==> config.mk <==
export PLATFORM = sky130hd
export DESIGN_NAME = flash_cmd_seq
export DESIGN_NICKNAME = d
export VERILOG_FILES = /design/src/rtl/flash_cmd_pkg.sv /design/src/rtl/flash_cmd_op.sv /design/src/rtl/flash_cmd_regs.sv /design/src/rtl/flash_cmd_seq.sv
export SDC_FILE = /design/constraint.sdc
export NUM_CORES = 1
export LEC_CHECK = 0
export BUFFER_PORTS_ARGS = -buffer_cell sky130_fd_sc_hd__buf_2
export CORE_ASPECT_RATIO = 1.1
export CORE_MARGIN = 2
export CORE_UTILIZATION = 40
export CTS_CLUSTER_DIAMETER = 120
export DETAILED_ROUTE_END_ITERATION = 8
export GPL_TIMING_DRIVEN = 0
export HOLD_SLACK_MARGIN = 0.08
export PLACE_DENSITY = 0.77
export REMOVE_ABC_BUFFERS = 1
export SYNTH_ARGS = -nofsm -noshare
export SYNTH_HDL_FRONTEND = slang
export SYNTH_SLANG_ARGS = --single-unit
==> constraint.sdc <==
create_clock -name clk_i -period 2.4 [get_ports clk_i]
set_input_delay 0.12 -clock clk_i [delete_from_list [all_inputs] [get_ports clk_i]]
set_output_delay 0.12 -clock clk_i [all_outputs]
set_load 0.02 [all_outputs]
==> src/rtl/flash_cmd_pkg.sv <==
package flash_cmd_pkg;
  typedef enum logic [3:0] {
    CMD_NOOP       = 4'd0,
    CMD_WRITE      = 4'd1,
    CMD_PAGE_ERASE = 4'd2,
    CMD_CHIP_ERASE = 4'd3
  } cmd_e;

  localparam logic [1:0] REG_CMD    = 2'd0;
  localparam logic [1:0] REG_FLAGS  = 2'd1;
  localparam logic [1:0] REG_STATUS = 2'd2;
  localparam logic [1:0] REG_CFG    = 2'd3;

  localparam int CMD_W   = 4;
  localparam int KEY_LSB = 8;
  localparam int KEY_W   = 8;
  localparam int REG_W   = 32;
endpackage

==> src/rtl/flash_cmd_op.sv <==
module flash_cmd_op
  import flash_cmd_pkg::*;
#(
  parameter int AW = 16,
  parameter int DW = 32
) (
  input  logic             clk_i,
  input  logic             rst_ni,
  input  logic             arr_we_i,
  input  logic [AW-1:0]    arr_addr_i,
  input  logic [DW-1:0]    arr_wdata_i,
  input  logic [CMD_W-1:0] armed_cmd_i,
  input  logic             flash_done_i,
  output logic             busy_o,
  output logic             start_evt_o,
  output logic             done_evt_o,
  output logic             arr_err_o,
  output logic             flash_start_o,
  output logic [CMD_W-1:0] flash_op_o,
  output logic [AW-1:0]    flash_addr_o,
  output logic [DW-1:0]    flash_data_o
);
  logic busy_q, start_q;

  assign start_evt_o = arr_we_i && !busy_q && (armed_cmd_i != CMD_NOOP);
  assign arr_err_o   = arr_we_i && !start_evt_o;
  assign done_evt_o  = flash_done_i && busy_q;

  always_ff @(posedge clk_i or negedge rst_ni) begin
    if (!rst_ni) begin
      busy_q       <= 1'b0;
      start_q      <= 1'b0;
      flash_op_o   <= '0;
      flash_addr_o <= '0;
      flash_data_o <= '0;
    end else begin
      start_q <= start_evt_o;
      if (start_evt_o) begin
        busy_q       <= 1'b1;
        flash_op_o   <= armed_cmd_i;
        flash_addr_o <= arr_addr_i;
        flash_data_o <= arr_wdata_i;
      end else if (done_evt_o) begin
        busy_q <= 1'b0;
      end
    end
  end

  assign busy_o        = busy_q;
  assign flash_start_o = start_q;
endmodule

==> src/rtl/flash_cmd_regs.sv <==
module flash_cmd_regs
  import flash_cmd_pkg::*;
#(
  parameter logic [KEY_W-1:0] KEY = 8'hA5
) (
  input  logic             clk_i,
  input  logic             rst_ni,
  input  logic             reg_we_i,
  input  logic [1:0]       reg_addr_i,
  input  logic [REG_W-1:0] reg_wdata_i,
  input  logic [1:0]       dbg_lvl_i,
  input  logic             busy_i,
  input  logic             start_evt_i,
  input  logic             done_evt_i,
  input  logic             arr_err_i,
  output logic [CMD_W-1:0] armed_cmd_o,
  output logic             wp_en_o,
  output logic             err_o,
  output logic             irq_o,
  output logic [REG_W-1:0] reg_rdata_o
);
  logic [CMD_W-1:0] armed_q;
  logic             wp_q, irq_en_q, done_q, err_q;
  logic [CMD_W-1:0] new_cmd;
  logic             cmd_wr, cmd_bad, cmd_take, cmd_rej;
  logic             wr_flags, wr_status, wr_cfg;
  logic             unused_wdata;

  assign new_cmd   = reg_wdata_i[CMD_W-1:0];
  assign cmd_wr    = reg_we_i && (reg_addr_i == REG_CMD) && !wp_q &&
                     (reg_wdata_i[KEY_LSB +: KEY_W] == KEY);
  // the launch cycle already counts as busy
  assign cmd_bad   = busy_i || start_evt_i || (new_cmd > CMD_CHIP_ERASE) ||
                     ((new_cmd == CMD_CHIP_ERASE) && (dbg_lvl_i == 2'd0));
  assign cmd_take  = cmd_wr && !cmd_bad;
  assign cmd_rej   = cmd_wr && cmd_bad;
  assign wr_flags  = reg_we_i && (reg_addr_i == REG_FLAGS);
  assign wr_status = reg_we_i && (reg_addr_i == REG_STATUS);
  assign wr_cfg    = reg_we_i && (reg_addr_i == REG_CFG);

  assign unused_wdata = ^{reg_wdata_i[REG_W-1:KEY_LSB+KEY_W],
                          reg_wdata_i[KEY_LSB-1:CMD_W]};

  always_ff @(posedge clk_i or negedge rst_ni) begin
    if (!rst_ni) begin
      armed_q  <= CMD_NOOP;
      wp_q     <= 1'b1;
      irq_en_q <= 1'b0;
      done_q   <= 1'b0;
      err_q    <= 1'b0;
    end else begin
      if (cmd_take) armed_q <= new_cmd;
      if (wr_cfg) begin
        wp_q     <= reg_wdata_i[0];
        irq_en_q <= reg_wdata_i[1];
      end
      // set wins over write-one-to-clear
      if (done_evt_i)                    done_q <= 1'b1;
      else if (wr_flags && reg_wdata_i[1]) done_q <= 1'b0;
      if (cmd_rej || arr_err_i)            err_q <= 1'b1;
      else if (wr_status && reg_wdata_i[0]) err_q <= 1'b0;
    end
  end

  always_comb begin
    reg_rdata_o = '0;
    unique case (reg_addr_i)
      REG_CMD:    reg_rdata_o[CMD_W-1:0] = armed_q;
      REG_FLAGS:  reg_rdata_o[1:0]       = {done_q, !busy_i};
      REG_STATUS: reg_rdata_o[0]         = err_q;
      default:    reg_rdata_o[1:0]       = {irq_en_q, wp_q};
    endcase
  end

  assign armed_cmd_o = armed_q;
  assign wp_en_o     = wp_q;
  assign err_o       = err_q;
  assign irq_o       = done_q && irq_en_q;
endmodule

==> src/rtl/flash_cmd_seq.sv <==
module flash_cmd_seq
  import flash_cmd_pkg::*;
#(
  parameter int AW = 16,
  parameter int DW = 32,
  parameter logic [7:0] KEY = 8'hA5
) (
  input  logic          clk_i,
  input  logic          rst_ni,
  input  logic          reg_we_i,
  input  logic [1:0]    reg_addr_i,
  input  logic [31:0]   reg_wdata_i,
  output logic [31:0]   reg_rdata_o,
  input  logic          arr_we_i,
  input  logic [AW-1:0] arr_addr_i,
  input  logic [DW-1:0] arr_wdata_i,
  input  logic [1:0]    dbg_lvl_i,
  input  logic          flash_done_i,
  output logic          flash_start_o,
  output logic [3:0]    flash_op_o,
  output logic [AW-1:0] flash_addr_o,
  output logic [DW-1:0] flash_data_o,
  output logic          ready_o,
  output logic          irq_o
);
  logic [CMD_W-1:0] armed_cmd;
  logic             busy, start_evt, done_evt, arr_err, wp_en, err_flag;

  flash_cmd_op #(.AW(AW), .DW(DW)) u_op (
    .clk_i        (clk_i),
    .rst_ni       (rst_ni),
    .arr_we_i     (arr_we_i),
    .arr_addr_i   (arr_addr_i),
    .arr_wdata_i  (arr_wdata_i),
    .armed_cmd_i  (armed_cmd),
    .flash_done_i (flash_done_i),
    .busy_o       (busy),
    .start_evt_o  (start_evt),
    .done_evt_o   (done_evt),
    .arr_err_o    (arr_err),
    .flash_start_o(flash_start_o),
    .flash_op_o   (flash_op_o),
    .flash_addr_o (flash_addr_o),
    .flash_data_o (flash_data_o)
  );

  flash_cmd_regs #(.KEY(KEY)) u_regs (
    .clk_i       (clk_i),
    .rst_ni      (rst_ni),
    .reg_we_i    (reg_we_i),
    .reg_addr_i  (reg_addr_i),
    .reg_wdata_i (reg_wdata_i),
    .dbg_lvl_i   (dbg_lvl_i),
    .busy_i      (busy),
    .start_evt_i (start_evt),
    .done_evt_i  (done_evt),
    .arr_err_i   (arr_err),
    .armed_cmd_o (armed_cmd),
    .wp_en_o     (wp_en),
    .err_o       (err_flag),
    .irq_o       (irq_o),
    .reg_rdata_o (reg_rdata_o)
  );

  assign ready_o = !busy;
endmodule

== Word-level counts from Yosys, hierarchy flattened ==
Cells that the tools add are included.
Cells by class
  order comparisons: 1
  multiplexer cells: 9
  equal/unequal tests: 5
  reduce and logical (&&, ||, !) cells: 30
Operators with widths (count)
  $logic_and A1 B1 Y1: 16
  $eq A8 B8 Y1 const B: 1
  $mux W1: 6
  $pmux W1 S3: 2
  $reduce_bool A2 Y1: 3
  $eq A2 B2 Y1 const B: 2
  $eq A4 B2 Y1 const B: 1
  $gt A4 B2 Y1 const B: 1
  $logic_not A1 Y1: 4
  $logic_not A2 Y1: 2
  $logic_or A1 B1 Y1: 4
  $reduce_bool A4 Y1: 1
  $eq A2 B1 Y1 const B: 1
  $mux W2: 1
Storage, ports and cells
  output and inout bits: 87
  logic and storage cells: 55
  register bits after elaboration: 62
  input port bits: 89

== Longest topological paths before layout ==
  depth in word-level cells: 9
  mapped depth: 6
  depth with buffers taken out: 5

== By module ==
From an unflattened synthesis, not the netlist that was laid out.
Unflattened totals
  cell total of the unflattened synthesis: 186
  area, all modules: 2778.9 um^2
Modules (own cells, without submodules)
  flash_cmd_op: area an instance 2059.5 um^2, cells an instance 118, times used 1, sequential area each 1351.3 um^2
  flash_cmd_regs: area an instance 715.7 um^2, cells an instance 67, times used 1, sequential area each 201.4 um^2
  flash_cmd_seq: area an instance 3.8 um^2, cells an instance 1, times used 1, sequential area each 0.0 um^2

== Worst setup path before layout ==
OpenSTA, ideal clock, no wires.
  path kind: register -> register
  start: reg u_regs.armed_q[1], in the netlist u_regs.armed_cmd_o[1]
  end: reg u_regs.armed_q[0], in the netlist u_regs.armed_cmd_o[0]
  data required time: 2.272 ns
  path buffers: 0
  library setup time: 0.128 ns
  path slack: 0.592 ns
  arrival: 1.681 ns
  cell stages (with the launch flop): 5
  clock period less this slack: 1.808 ns
  cells stage by stage: dfrtp_1 > o41ai_4 > inv_2 > nor3_2 > mux2_1
On the way
  word-level cells in the longest chain between the ends: 7
RTL lines
  from (decl): RTL line flash_cmd_regs.sv:22  | logic [CMD_W-1:0] armed_q;
  from (signal assigned): RTL line flash_cmd_regs.sv:52  | if (cmd_take) armed_q <= new_cmd;
  $reduce_bool A4 Y1: RTL line flash_cmd_op.sv:25  | assign start_evt_o = arr_we_i && !busy_q && (armed_cmd_i != CMD_NOOP);
  $logic_and A1 B1 Y1: RTL line flash_cmd_op.sv:25
  $logic_or A1 B1 Y1 (3 in a row): RTL line flash_cmd_regs.sv:33  | assign cmd_bad = busy_i || start_evt_i || (new_cmd > CMD_CHIP_ERASE) ||
  $logic_not A1 Y1: RTL line flash_cmd_regs.sv:35  | assign cmd_take = cmd_wr && !cmd_bad;
  $logic_and A1 B1 Y1: RTL line flash_cmd_regs.sv:35
Every way passes these cells.
A chain may end at the register's enable or synchronous reset.

== Worst setup path in the final report ==
  start: in arr_we_i
  end: reg u_regs.armed_q[0], in the netlist u_regs.armed_cmd_o[0]
On the way
  word-level cells in the longest chain between the ends: 7
RTL lines
  from (decl): RTL line flash_cmd_seq.sv:14  | input logic arr_we_i,
  $logic_and A1 B1 Y1 (2 in a row): RTL line flash_cmd_op.sv:25
  $logic_or A1 B1 Y1 (3 in a row): RTL line flash_cmd_regs.sv:33
  $logic_not A1 Y1: RTL line flash_cmd_regs.sv:35
  $logic_and A1 B1 Y1: RTL line flash_cmd_regs.sv:35
Every way passes these cells.

==> run summary <==
Clock power frac = 0.441
Seq/Total Area, Yosys = 0.5848
gr ovfl total = 0
Synth area leader = dfrtp_1
Psw = 610.5 uW
final worst slack = 0.1888 ns
DRT Wirelength = 6.859 mm
internal power = 1990 uW
Inserted Clock Buffers = 9
Crit. End Element = flip-flop
R2R setup slack = 0.20 ns
Die Ht = 89.45 um
WP data required = 2.61 ns
Reg power frac = 0.428
total number of yosys warnings = 0
ANT nets after route = 0
final worst path period share = 0.9213
antenna violations before repair = 0
WL/cell = 12.40 um
Inst Count DP = 483
clock skew = 0.008205 ns
Distinct cells, synth = 25
Synth Instances = 282
Hold Crit Start = reg_we_i
final setup TNS = 0 ns
relative slew slack = 0.4885
Nets = 555
total global-route track usage = 0.1918
Non-Filler Instances = 553
die width = 81.68 um
crit path kind = primary input to flip-flop
FMAX = 0.4522 GHz
top cell type's share of synthesized area = 0.5749
Synth Cell Area = 2655 um^2
CP arrival = 2.42 ns
Pins Over Slew Limit = 0
Vias = 2448
Worst-Skew Late Latency = 0.32 ns
VDD IR max = 0.3964 mV
Slowest-stage cell, CP = dlygate4sd3_1
combinational share of power = 0.130
outcome = finished clean
total DRC errors in the routed layout = 0
Die Area = 7306 um^2
layout cell share with drive strength beyond 1 = 0.3291
post-layout min period = 2.211 ns
clock root cell = clkbuf_8
Worst Path Max Fanout = 51
PnR Total Power = 2600 uW
DP HPWL = 4.237 mm
clock slew at reported path FFs = 0.07 ns
Crit path max-delay family = buffers and inverters
Place WS = -0.3792 ns
Startpoint Class = primary input
Crit path largest cell delay = 0.52 ns
TritonCTS clock tree = yes
P&R area growth vs syn = 53.68%
Core ar. = 6516 um^2
PwrDens = 637.3 nW/um^2
H-tree levels = 3
Sw Share = 0.2348
number of synthesized register bits = 62
largest net degree at the start of global routing = 63
Initial Util = 0.4074
Critical Path Start = arr_we_i
Cells on Worst Hold Path = 3
worst path bufs/invs = 4
first-pass GRT wire length = 10.65 mm
synth top area cells = dfrtp_1, nand2_1, buf_4
vias in the first global route = 2338
RSZ-0062 raised after global routing = no
First DRT Iteration DRCs = 127
routability cong. = 0.7289
Crit Reg-Reg Startpoint = u_op.busy_o
number of I/O port buffers = 127
worst path cell trace = dlygate4sd3_1 > buf_2 > nor2b_1 > o41ai_4 > buf_6 > inv_4 > nor3_2 > mux2_1
I/O Pins = 176
cell depth of the worst setup path = 8
# diodes = 0
worst min-delay path class = primary input to flip-flop
syn_area_per_cell = 9.415 um^2
Clock Tree Buf Depth = 2
Reg2Reg Depth = 6
max cap viols = 0
Via density = 4.427
Clock Sinks = 62
1st-pass router iterations = 4
final hold viol count = 0
FP Rows = 31
slew at the pin with the worst max-slew slack = 0.7672 ns
Leak Pwr = 0.002419 uW
final-report setup violation count = 0
routing by layer:
layer,up-vias,GRT usage,part of all wire
li1,1194,-,-
met3,14,0.03737,0.051
met5,-,0,0
met1,1152,0.2236,0.40
met4,0,0.08333,0.020
met2,88,0.3428,0.53
synth_stat cells (all sizes together):
master and n:
nand2 145, a22oi 1, o31ai 1, nand3 1, buf 28, nand4 1, mux2 5, dfstp 1
o41ai 1, o21ai 2, nor2 2, nor3 2, a22o 6, nor4bb 2, mux4 1, nor2b 4
and2 3, inv 2, dfrtp 61, nand4b 2, clkbuf 10, conb 1
cell type report:
cell class	instances	area (um^2)
flip-flops and latches	62	1553
fillers	573	2436
clock buffers	11	151.4
repair buffers	184	1210
clock inverters	5	105.1
well taps	82	102.6
inverters	2	10.01
multi-input cells	207	948.4
through the flow:
stage / area (um^2) / util / hold slack [ns]
finish: 4080 / 0.6262 / 0.1484
global route: 4080 / 0.6262 / 0.1467
CTS: 4058 / 0.6227 / 0.08673
detailed placement: 3281 / 0.5035 / 0.3139
global placement: 3247 / 0.4983 / 0.3094
floorplan: 2509 / - / -0.1756
worst reg2reg max path, cell delays in order, from the launching register on:
cell and delay [ns]:
dfrtp_1 0.41, nor2b_1 0.41, o41ai_4 0.18, buf_6 0.19
inv_4 0.38, nor3_2 0.16, mux2_1 0.35
power groups by stage:
stage | Clock (uW) | Sequential, uW | Combinational (uW)
after floorplan | 0 | 1170 | 96.5
after CTS | 1180 | 1110 | 333
after global placement | 0 | 1130 | 263
after detailed placement | 0 | 1130 | 269
after global routing | 1230 | 1120 | 371
final | 1150 | 1110 | 339
path summary, 6_finish.rpt:
kind / endpoint
worst min-delay path: u_regs.done_q
worst max register to register: u_regs.armed_cmd_o[0]
worst min register to register: u_op.flash_data_o[4]
worst max-delay path: u_regs.armed_cmd_o[0]
min in group asynchronous: u_regs.done_q
max in group asynchronous: u_op.flash_op_o[2]
flip-flops by register name, summed over array words and instances (netlist names):
| name | flops |
|---|---|
| u_regs.armed_cmd_o | 4 |
| u_op.flash_op_o | 4 |
| u_op.flash_start_o | 1 |
| u_regs.wp_en_o | 1 |
| u_regs.irq_en_q | 1 |
| u_op.flash_data_o | 32 |
| u_op.flash_addr_o | 16 |
| u_regs.done_q | 1 |
| u_op.busy_o | 1 |
| u_regs.err_o | 1 |
cell families (layout without fill, tap and decap cells):
| family | after synthesis | after routing | share of synthesized area |
|---|---|---|---|
| DFF | 62 | 62 | 0.5848 |
| and+or+nand+nor | 162 | 162 | 0.2483 |
| other | 1 | 28 | 0.001412 |
| AOI/OAI and AO/OA | 11 | 11 | 0.03959 |
| muxes | 6 | 6 | 0.02969 |
| buffers and inverters | 40 | 202 | 0.09613 |
placed cells by master (no fill, tap or decap), types with 2 or more instances in the layout:
| cell type | n |
|---|---|
| buf_4 | 2 |
| conb_1 | 28 |
| nor4bb_1 | 2 |
| clkinvlp_4 | 2 |
| nor2_1 | 2 |
| nand2_1 | 145 |
| nor2b_1 | 4 |
| o21ai_0 | 2 |
| dlygate4sd3_1 | 53 |
| a22o_1 | 6 |
| nand4b_1 | 2 |
| buf_2 | 126 |
| mux2_2 | 3 |
| clkbuf_8 | 11 |
| dfrtp_1 | 61 |
| mux2_1 | 2 |
| and2_1 | 3 |
| bufinv_16 | 3 |
| buf_6 | 3 |
timing repair:
action	CTS	global route
buffers inserted	1	0
hold buffers	51	2
endpoints found under the setup margin	4	0
hold endpoints to repair	53	62
gates resized for setup	1	0
(Power assumes the default switching activity.)
